--- src/rtl/lo_mixer_pkg.sv ---
package lo_mixer_pkg;

  localparam int unsigned PH_W = 3;

  typedef enum logic [1:0] {
    LO_NONE    = 2'd0,
    LO_HALF    = 2'd1,
    LO_QUARTER = 2'd2,
    LO_EIGHTH  = 2'd3
  } lo_sel_e;

  typedef enum logic [2:0] {
    K_ZERO = 3'd0,
    K_POS1 = 3'd1,
    K_NEG1 = 3'd2,
    K_POSR = 3'd3,
    K_NEGR = 3'd4
  } coef_e;

  typedef struct packed {
    lo_sel_e lo;
    logic    zstuff;
    logic    couple;
  } cfg_t;

  function automatic coef_e coef_neg(coef_e k);
    case (k)
      K_POS1:  return K_NEG1;
      K_NEG1:  return K_POS1;
      K_POSR:  return K_NEGR;
      K_NEGR:  return K_POSR;
      default: return K_ZERO;
    endcase
  endfunction

  function automatic coef_e cos_coef(lo_sel_e lo, logic [PH_W-1:0] ph);
    case (lo)
      LO_HALF:    return ph[0] ? K_NEG1 : K_POS1;
      LO_QUARTER: case (ph[1:0])
                    2'd0:    return K_POS1;
                    2'd2:    return K_NEG1;
                    default: return K_ZERO;
                  endcase
      LO_EIGHTH:  case (ph)
                    3'd0:        return K_POS1;
                    3'd1, 3'd7:  return K_POSR;
                    3'd3, 3'd5:  return K_NEGR;
                    3'd4:        return K_NEG1;
                    default:     return K_ZERO;
                  endcase
      default:    return K_POS1;
    endcase
  endfunction

  function automatic coef_e sin_coef(lo_sel_e lo, logic [PH_W-1:0] ph);
    case (lo)
      LO_QUARTER: case (ph[1:0])
                    2'd1:    return K_POS1;
                    2'd3:    return K_NEG1;
                    default: return K_ZERO;
                  endcase
      LO_EIGHTH:  case (ph)
                    3'd1, 3'd3:  return K_POSR;
                    3'd2:        return K_POS1;
                    3'd5, 3'd7:  return K_NEGR;
                    3'd6:        return K_NEG1;
                    default:     return K_ZERO;
                  endcase
      default:    return K_ZERO;
    endcase
  endfunction

endpackage

--- src/rtl/lo_mixer_stuff.sv ---
module lo_mixer_stuff #(
  parameter int unsigned DW = 12
) (
  input  logic                 clk_i,
  input  logic                 rst_ni,
  input  logic                 valid_i,
  input  logic                 zstuff_i,
  input  logic signed [DW-1:0] d_i,
  output logic signed [DW-1:0] s_o
);

  logic signed [DW-1:0] held_q, s_q;

  always_ff @(posedge clk_i or negedge rst_ni) begin
    if (!rst_ni) begin
      held_q <= '0;
      s_q    <= '0;
    end else begin
      if (valid_i) begin
        held_q <= d_i;
        s_q    <= d_i;
      end else begin
        s_q <= zstuff_i ? '0 : held_q;
      end
    end
  end

  assign s_o = s_q;

  p_zero_slot_r6: assert property (@(posedge clk_i) disable iff (!rst_ni)
    (!valid_i && zstuff_i) |=> (s_q == '0));

  p_take_sample_r6: assert property (@(posedge clk_i) disable iff (!rst_ni)
    valid_i |=> (s_q == $past(d_i)));

  p_repeat_r6: assert property (@(posedge clk_i) disable iff (!rst_ni)
    (!valid_i && !zstuff_i && !$past(zstuff_i)) |=> $stable(s_q));

endmodule

--- src/rtl/lo_mixer_phase.sv ---
module lo_mixer_phase
  import lo_mixer_pkg::*;
(
  input  logic            clk_i,
  input  logic            rst_ni,
  input  cfg_t            cfg_i,
  output logic [PH_W-1:0] ph_o,
  output cfg_t            cfg_o
);

  localparam cfg_t CFG_RST = '{lo: LO_NONE, zstuff: 1'b0, couple: 1'b0};

  cfg_t            cfg_q;
  logic [PH_W-1:0] cnt_q, ph_q, ph_use;
  logic            chg;

  assign chg    = (cfg_i != cfg_q);
  assign ph_use = chg ? '0 : cnt_q;

  always_ff @(posedge clk_i or negedge rst_ni) begin
    if (!rst_ni) begin
      cfg_q <= CFG_RST;
      cnt_q <= '0;
      ph_q  <= '1;  // keeps cnt_q == ph_q + 1 from reset onward
    end else begin
      cfg_q <= cfg_i;
      cnt_q <= ph_use + 1'b1;
      ph_q  <= ph_use;
    end
  end

  assign ph_o  = ph_q;
  assign cfg_o = cfg_q;

  p_restart_r8: assert property (@(posedge clk_i) disable iff (!rst_ni)
    (cfg_i != cfg_q) |=> (ph_q == '0));

  p_advance_r8: assert property (@(posedge clk_i) disable iff (!rst_ni)
    (cfg_i == cfg_q) |=> (ph_q == PH_W'($past(ph_q) + 1'b1)));

endmodule

--- src/rtl/lo_mixer_core.sv ---
module lo_mixer_core
  import lo_mixer_pkg::*;
#(
  parameter int unsigned DW    = 12,
  parameter int unsigned CF    = 15,
  parameter int unsigned RCOEF = 23170
) (
  input  logic                 clk_i,
  input  logic                 rst_ni,
  input  cfg_t                 cfg_i,
  input  logic [PH_W-1:0]      ph_i,
  input  logic signed [DW-1:0] sa_i,
  input  logic signed [DW-1:0] sb_i,
  output logic signed [DW-1:0] ya_o,
  output logic signed [DW-1:0] yb_o
);

  localparam int unsigned PROD_W = DW + CF + 1;
  localparam int unsigned TW     = DW + 1;
  localparam int unsigned SW     = DW + 2;
  localparam logic signed [CF:0]       R_S  = (CF+1)'(RCOEF);
  localparam logic signed [PROD_W-1:0] RND  = PROD_W'(1) <<< (CF - 1);
  localparam logic signed [SW-1:0]     SMAX = SW'((1 <<< (DW - 1)) - 1);
  localparam logic signed [SW-1:0]     SMIN = -SMAX - SW'(1);
  localparam logic signed [DW-1:0]     DMIN = {1'b1, {(DW-1){1'b0}}};

  function automatic logic signed [TW-1:0] term(coef_e k, logic signed [DW-1:0] x);
    logic signed [PROD_W-1:0] p;
    logic signed [TW-1:0]     r, xe;
    p  = (PROD_W'(x) * PROD_W'(R_S)) + RND;
    r  = $signed(p[CF +: TW]);
    xe = $signed({x[DW-1], x});
    case (k)
      K_POS1:  return xe;
      K_NEG1:  return -xe;
      K_POSR:  return r;
      K_NEGR:  return -r;
      default: return '0;
    endcase
  endfunction

  function automatic logic signed [DW-1:0] sat(logic signed [SW-1:0] v);
    if (v > SMAX)      return SMAX[DW-1:0];
    else if (v < SMIN) return SMIN[DW-1:0];
    else               return v[DW-1:0];
  endfunction

  coef_e                kc, ks, ks_n;
  logic signed [TW-1:0] t_ac, t_bs, t_as, t_bc;
  logic signed [SW-1:0] sum_a, sum_b;
  logic signed [DW-1:0] ya_q, yb_q;

  always_comb begin
    kc    = cos_coef(cfg_i.lo, ph_i);
    ks    = sin_coef(cfg_i.lo, ph_i);
    ks_n  = coef_neg(ks);
    t_ac  = term(kc, sa_i);
    t_bc  = term(kc, sb_i);
    t_as  = cfg_i.couple ? term(ks, sa_i)   : '0;
    t_bs  = cfg_i.couple ? term(ks_n, sb_i) : '0;
    sum_a = SW'(t_ac) + SW'(t_bs);
    sum_b = cfg_i.couple ? (SW'(t_as) + SW'(t_bc)) : SW'(t_bc);
  end

  always_ff @(posedge clk_i or negedge rst_ni) begin
    if (!rst_ni) begin
      ya_q <= '0;
      yb_q <= '0;
    end else begin
      ya_q <= sat(sum_a);
      yb_q <= sat(sum_b);
    end
  end

  assign ya_o = ya_q;
  assign yb_o = yb_q;

  p_bypass_r2: assert property (@(posedge clk_i) disable iff (!rst_ni)
    (cfg_i.lo == LO_NONE && !cfg_i.couple)
      |=> (ya_q == $past(sa_i) && yb_q == $past(sb_i)));

  p_half_flip_r3: assert property (@(posedge clk_i) disable iff (!rst_ni)
    (cfg_i.lo == LO_HALF && !cfg_i.couple && ph_i[0] && sa_i != DMIN)
      |=> (ya_q == -$past(sa_i)));

  p_quarter_null_r4: assert property (@(posedge clk_i) disable iff (!rst_ni)
    (cfg_i.lo == LO_QUARTER && !cfg_i.couple && ph_i[0])
      |=> (ya_q == '0 && yb_q == '0));

endmodule

--- src/rtl/lo_mixer.sv ---
module lo_mixer
  import lo_mixer_pkg::*;
#(
  parameter int unsigned DW    = 12,
  parameter int unsigned CF    = 15,
  parameter int unsigned RCOEF = 23170
) (
  input  logic                 clk_i,
  input  logic                 rst_ni,
  input  logic                 valid_i,
  input  logic signed [DW-1:0] a_i,
  input  logic signed [DW-1:0] b_i,
  input  logic [1:0]           lo_sel_i,
  input  logic                 zstuff_i,
  input  logic                 couple_i,
  output logic signed [DW-1:0] a_o,
  output logic signed [DW-1:0] b_o
);

  localparam int unsigned NCH = 2;

  cfg_t                 cfg_in, cfg_s1;
  logic [PH_W-1:0]      ph_s1;
  logic signed [DW-1:0] din [NCH];
  logic signed [DW-1:0] sval[NCH];

  assign cfg_in = '{lo: lo_sel_e'(lo_sel_i), zstuff: zstuff_i, couple: couple_i};
  assign din[0] = a_i;
  assign din[1] = b_i;

  for (genvar c = 0; c < NCH; c++) begin : g_ch
    lo_mixer_stuff #(.DW(DW)) u_stuff (
      .clk_i    (clk_i),
      .rst_ni   (rst_ni),
      .valid_i  (valid_i),
      .zstuff_i (zstuff_i),
      .d_i      (din[c]),
      .s_o      (sval[c])
    );
  end

  lo_mixer_phase u_phase (
    .clk_i  (clk_i),
    .rst_ni (rst_ni),
    .cfg_i  (cfg_in),
    .ph_o   (ph_s1),
    .cfg_o  (cfg_s1)
  );

  lo_mixer_core #(.DW(DW), .CF(CF), .RCOEF(RCOEF)) u_core (
    .clk_i  (clk_i),
    .rst_ni (rst_ni),
    .cfg_i  (cfg_s1),
    .ph_i   (ph_s1),
    .sa_i   (sval[0]),
    .sb_i   (sval[1]),
    .ya_o   (a_o),
    .yb_o   (b_o)
  );

  p_reset_zero_r1: assert property (@(posedge clk_i) disable iff (!rst_ni)
    $rose(rst_ni) |-> (a_o == '0 && b_o == '0));

endmodule

--- config.mk ---
export PLATFORM = sky130hd
export DESIGN_NAME = lo_mixer
export DESIGN_NICKNAME = d
export VERILOG_FILES = /design/src/rtl/lo_mixer_pkg.sv /design/src/rtl/lo_mixer_stuff.sv /design/src/rtl/lo_mixer_phase.sv /design/src/rtl/lo_mixer_core.sv /design/src/rtl/lo_mixer.sv
export SDC_FILE = /design/constraint.sdc
export NUM_CORES = 1
export LEC_CHECK = 0
export ABC_CLOCK_PERIOD_IN_PS = 8100
export CORE_ASPECT_RATIO = 0.7
export CORE_UTILIZATION = 55
export DETAILED_ROUTE_END_ITERATION = 8
export MAX_ROUTING_LAYER = met4
export PLACE_DENSITY = 0.76
export SLEW_MARGIN = 20
export SYNTH_ARGS = -nofsm -noshare
export SYNTH_HDL_FRONTEND = slang
export SYNTH_SLANG_ARGS = --single-unit
--- constraint.sdc ---
create_clock -name clk_i -period 8.1 [get_ports clk_i]
set_input_delay 2.43 -clock clk_i [delete_from_list [all_inputs] [get_ports clk_i]]
set_output_delay 2.43 -clock clk_i [all_outputs]
set_load 0.1 [all_outputs]
==> results.toml <==
[cts]
cts_max_level = 3
cts.reportedPaths.clkPinSlew_ps = 70
clock-sinks = 82
clk_latency_ps = 350
clock-root-buffer = "clkbuf_16"
cts_buffers = 9
cts_tree = "built"
clockBufferDepth = 2

[die]
die_h_um = 125.9
start_util_pct = 57.08
dieArea_um2 = 22550
core_area_um2 = 21140
io_pins = 55
rows = 44
die_x_um = 179.0

[critical_path]
cp_slowest_cell = "fa_1"
crit_path_start_kind = "flop"
cp_common_cell = "fa_1"
cp-end-kind = "flop"
critPathRequiredTime_ps = 8330
crit_type = "flop to flop"
slowest_delay_ps = 550
path_max_fanout = 11
crit_arrival_ps = 8310

[synthesis]
netlist_area_um2 = 12070
yosys_warnings = 0
ys_seq_area_share_pct = 17.03
yosys.area_share.simple_pct = 14.37
synth_top_family_by_area = "adder cells"
synthMuxAreaShare_pct = 2.571
syn_avg_cell_area_um2 = 8.906
synthAdderAreaFrac_pct = 30.19
syn-instance-count = 1355
async_reset_ff_share_pct = 100.0
synth_compound_area_share_pct = 20.81
synth_edf_count = 0
synth_xor_area_share_pct = 9.196
ys_ff_latch = 82
synth_cell_type_count = 94
synthesis.nets = 1637
synth_flop_cell = "dfrtp_1"

[place]
dp_slack_ps = -124.4
place.gp.congestion = 1.000
dp_hpwl_mm = 28.57
port_buffers = 54

[cells_and_area]
drive_gt1_share_pct = 27.21
syn2layout_area_growth_pct = 28.58
layout_common_cells = "195 x buf_4, 162 x ha_1, 118 x inv_1, 82 x nor2_1, 75 x dfrtp_1"
final_common_cell = "buf_4"
fillers = 1506
finish.net_count = 1850

[outcome]
status = "finished, violations left"
violations = "DRC"

[timing]
worst_pin_slew_ps = 1251
fin_crit_sh_pct = 99.76
timing.slew.headroom_pct = 16.59
setup_ws_ps = 19.16
setup_tns_ps = 0
final_max_slew_viol_count = 0
hold_violations = 0
skew_ps = 12.44
setup_viol = 0
fin_crit_ps = 8081
fmax_ghz = 0.1238

[global_route]
grt_pass1_wl_mm = 56.45
grt_max_degree = 83
antenna_found_initial = 1
gr-total-overflow = 0
grt_pass1_vias = 10730
grtUsageTotal_pct = 33.17

[detailed_routing]
vias_per_cell = 6.257
wl_per_cell_um = 20.43
drcViolationCount = 14
totalWireLength_mm = 37.80
vias = 11580
drt_iter0_drc = 1436
drtAntennaViolNets = 0
drt_first_pass_iters = 8

[min_path]
min_path_type = "flop to flop"

[flow_run]
cap_violations = 0
[cells by family (layout without fill, tap and decap cells)]
group | count (synthesis) | in the layout
other | 0 | 1
buffers and inverters | 180 | 395
DFF | 82 | 82
AOI/OAI and AO/OA | 347 | 350
muxes | 28 | 28
adders and majority gates | 251 | 251
xor gates and xnor gates | 125 | 125
and+or+nand+nor | 342 | 342
[cells in the mapped netlist, drive strengths merged (5+ instances only)]
library cell	count	area [um2]
o22ai	7	43.79
xor2	45	401.6
a22oi	17	141.4
and4	5	43.79
clkbuf	45	170.2
o311ai	9	138.9
nand2	73	281.5
or2	5	31.28
a211oi	11	95.09
dfrtp	79	1977
o21ai	67	335.3
buf	11	67.56
nor4	9	83.83
nor2	91	341.6
ha	184	2302
o21a	12	90.09
a21oi	84	424.2
nor3b	5	48.80
a21o	28	211.5
or3	9	61.31
nor2b	14	87.58
a31oi	7	43.79
a222oi	9	90.09
o31ai	6	50.05
o221ai	8	76.32
fa	67	1341
nand2b	9	56.30
mux2	24	270.3
and2	16	100.1
a221oi	16	146.4
nand4	9	56.30
nand3	40	200.2
and3	12	75.07
a22o	25	219.0
xnor2	80	708.2
inv	124	465.5
o21bai	5	37.54
nor3	35	180.2
o211ai	7	81.33
[worst paths after layout]
check                                         from                 endpoint  slack (ps)  depth (start not counted)
min                               u_phase.cnt_q[0]         u_phase.cnt_q[0]         420                          1
max in group asynchronous                   rst_ni  g_ch[0].u_stuff.s_o[10]        5400                          1
min reg2reg                       u_phase.cnt_q[0]         u_phase.cnt_q[0]         420                          1
min in group asynchronous                   rst_ni           u_core.yb_o[5]        2100                          1
max                        g_ch[1].u_stuff.s_o[11]           u_core.ya_o[0]          20                         33
max reg2reg                g_ch[1].u_stuff.s_o[11]           u_core.ya_o[0]          20                         33
[layout make-up]
| class | count | area [um2] | area share, % |
|---|---|---|---|
| multi-input combinational | 1096 | 10270 | 66.20 |
| antenna | 1 | 2.502 | 0.01613 |
| sequential | 82 | 2061 | 13.28 |
| tap | 276 | 345.3 | 2.225 |
| timing repair buffer | 255 | 2077 | 13.38 |
| clock inverter | 6 | 55.05 | 0.3548 |
| inverter | 124 | 465.4 | 3.000 |
| clock buffer | 10 | 239.0 | 1.540 |
[through the flow]
| step | cell area, um2 | cells | utilization, % | hold slack (ps) |
|---|---|---|---|---|
| finish | 15520 | 1850 | 73.40 | 422.9 |
| global route | 15520 | 1850 | 73.40 | 459.0 |
| CTS | 14370 | 1817 | 67.99 | 423.3 |
| detailed placement | 14030 | 1799 | 66.35 | 412.4 |
| global placement | 14030 | 1799 | 66.35 | 413.1 |
| floorplan | 12110 | 1355 | - | 399.1 |
[timing repair]
| action | 4_1_cts | 5_1_grt |
|---|---|---|
| pin swaps | 2 | 70 |
| hold buffers | 0 | 0 |
| gates resized for setup | 8 | 165 |
| setup buffers | 2 | 29 |
| cloned | 0 | 3 |
| endpoints found under the setup margin | 22 | 24 |
[flip-flops by register name, indices dropped and copies added (netlist names)]
name                 cells
u_core.ya_o             12
u_phase.ph_o             3
g_ch.u_stuff.s_o        24
g_ch.u_stuff.held_q     24
u_core.yb_o             12
u_phase.cfg_o            4
u_phase.cnt_q            3
[critical path, delay by kind of cell (launching register included)]
kind | cells | cell delay [ps]
adders and majority gates | 7 | 3120
AOI/OAI and AO/OA | 12 | 2450
and+or+nand+nor | 6 | 850
buffers and inverters | 6 | 750
DFF | 1 | 470
xor gates and xnor gates | 2 | 290
[layer usage]
layer,track usage (%),up-vias,routed length [um]
li1,-,5288,-
met5,-,-,0
met2,43.99,693,15550
met4,4.138,0,577
met1,50.13,5521,17120
met3,9.692,73,4541
Power is not shown: default switching activity piles up to over one toggle a cycle in this logic, so the estimate is an artifact.
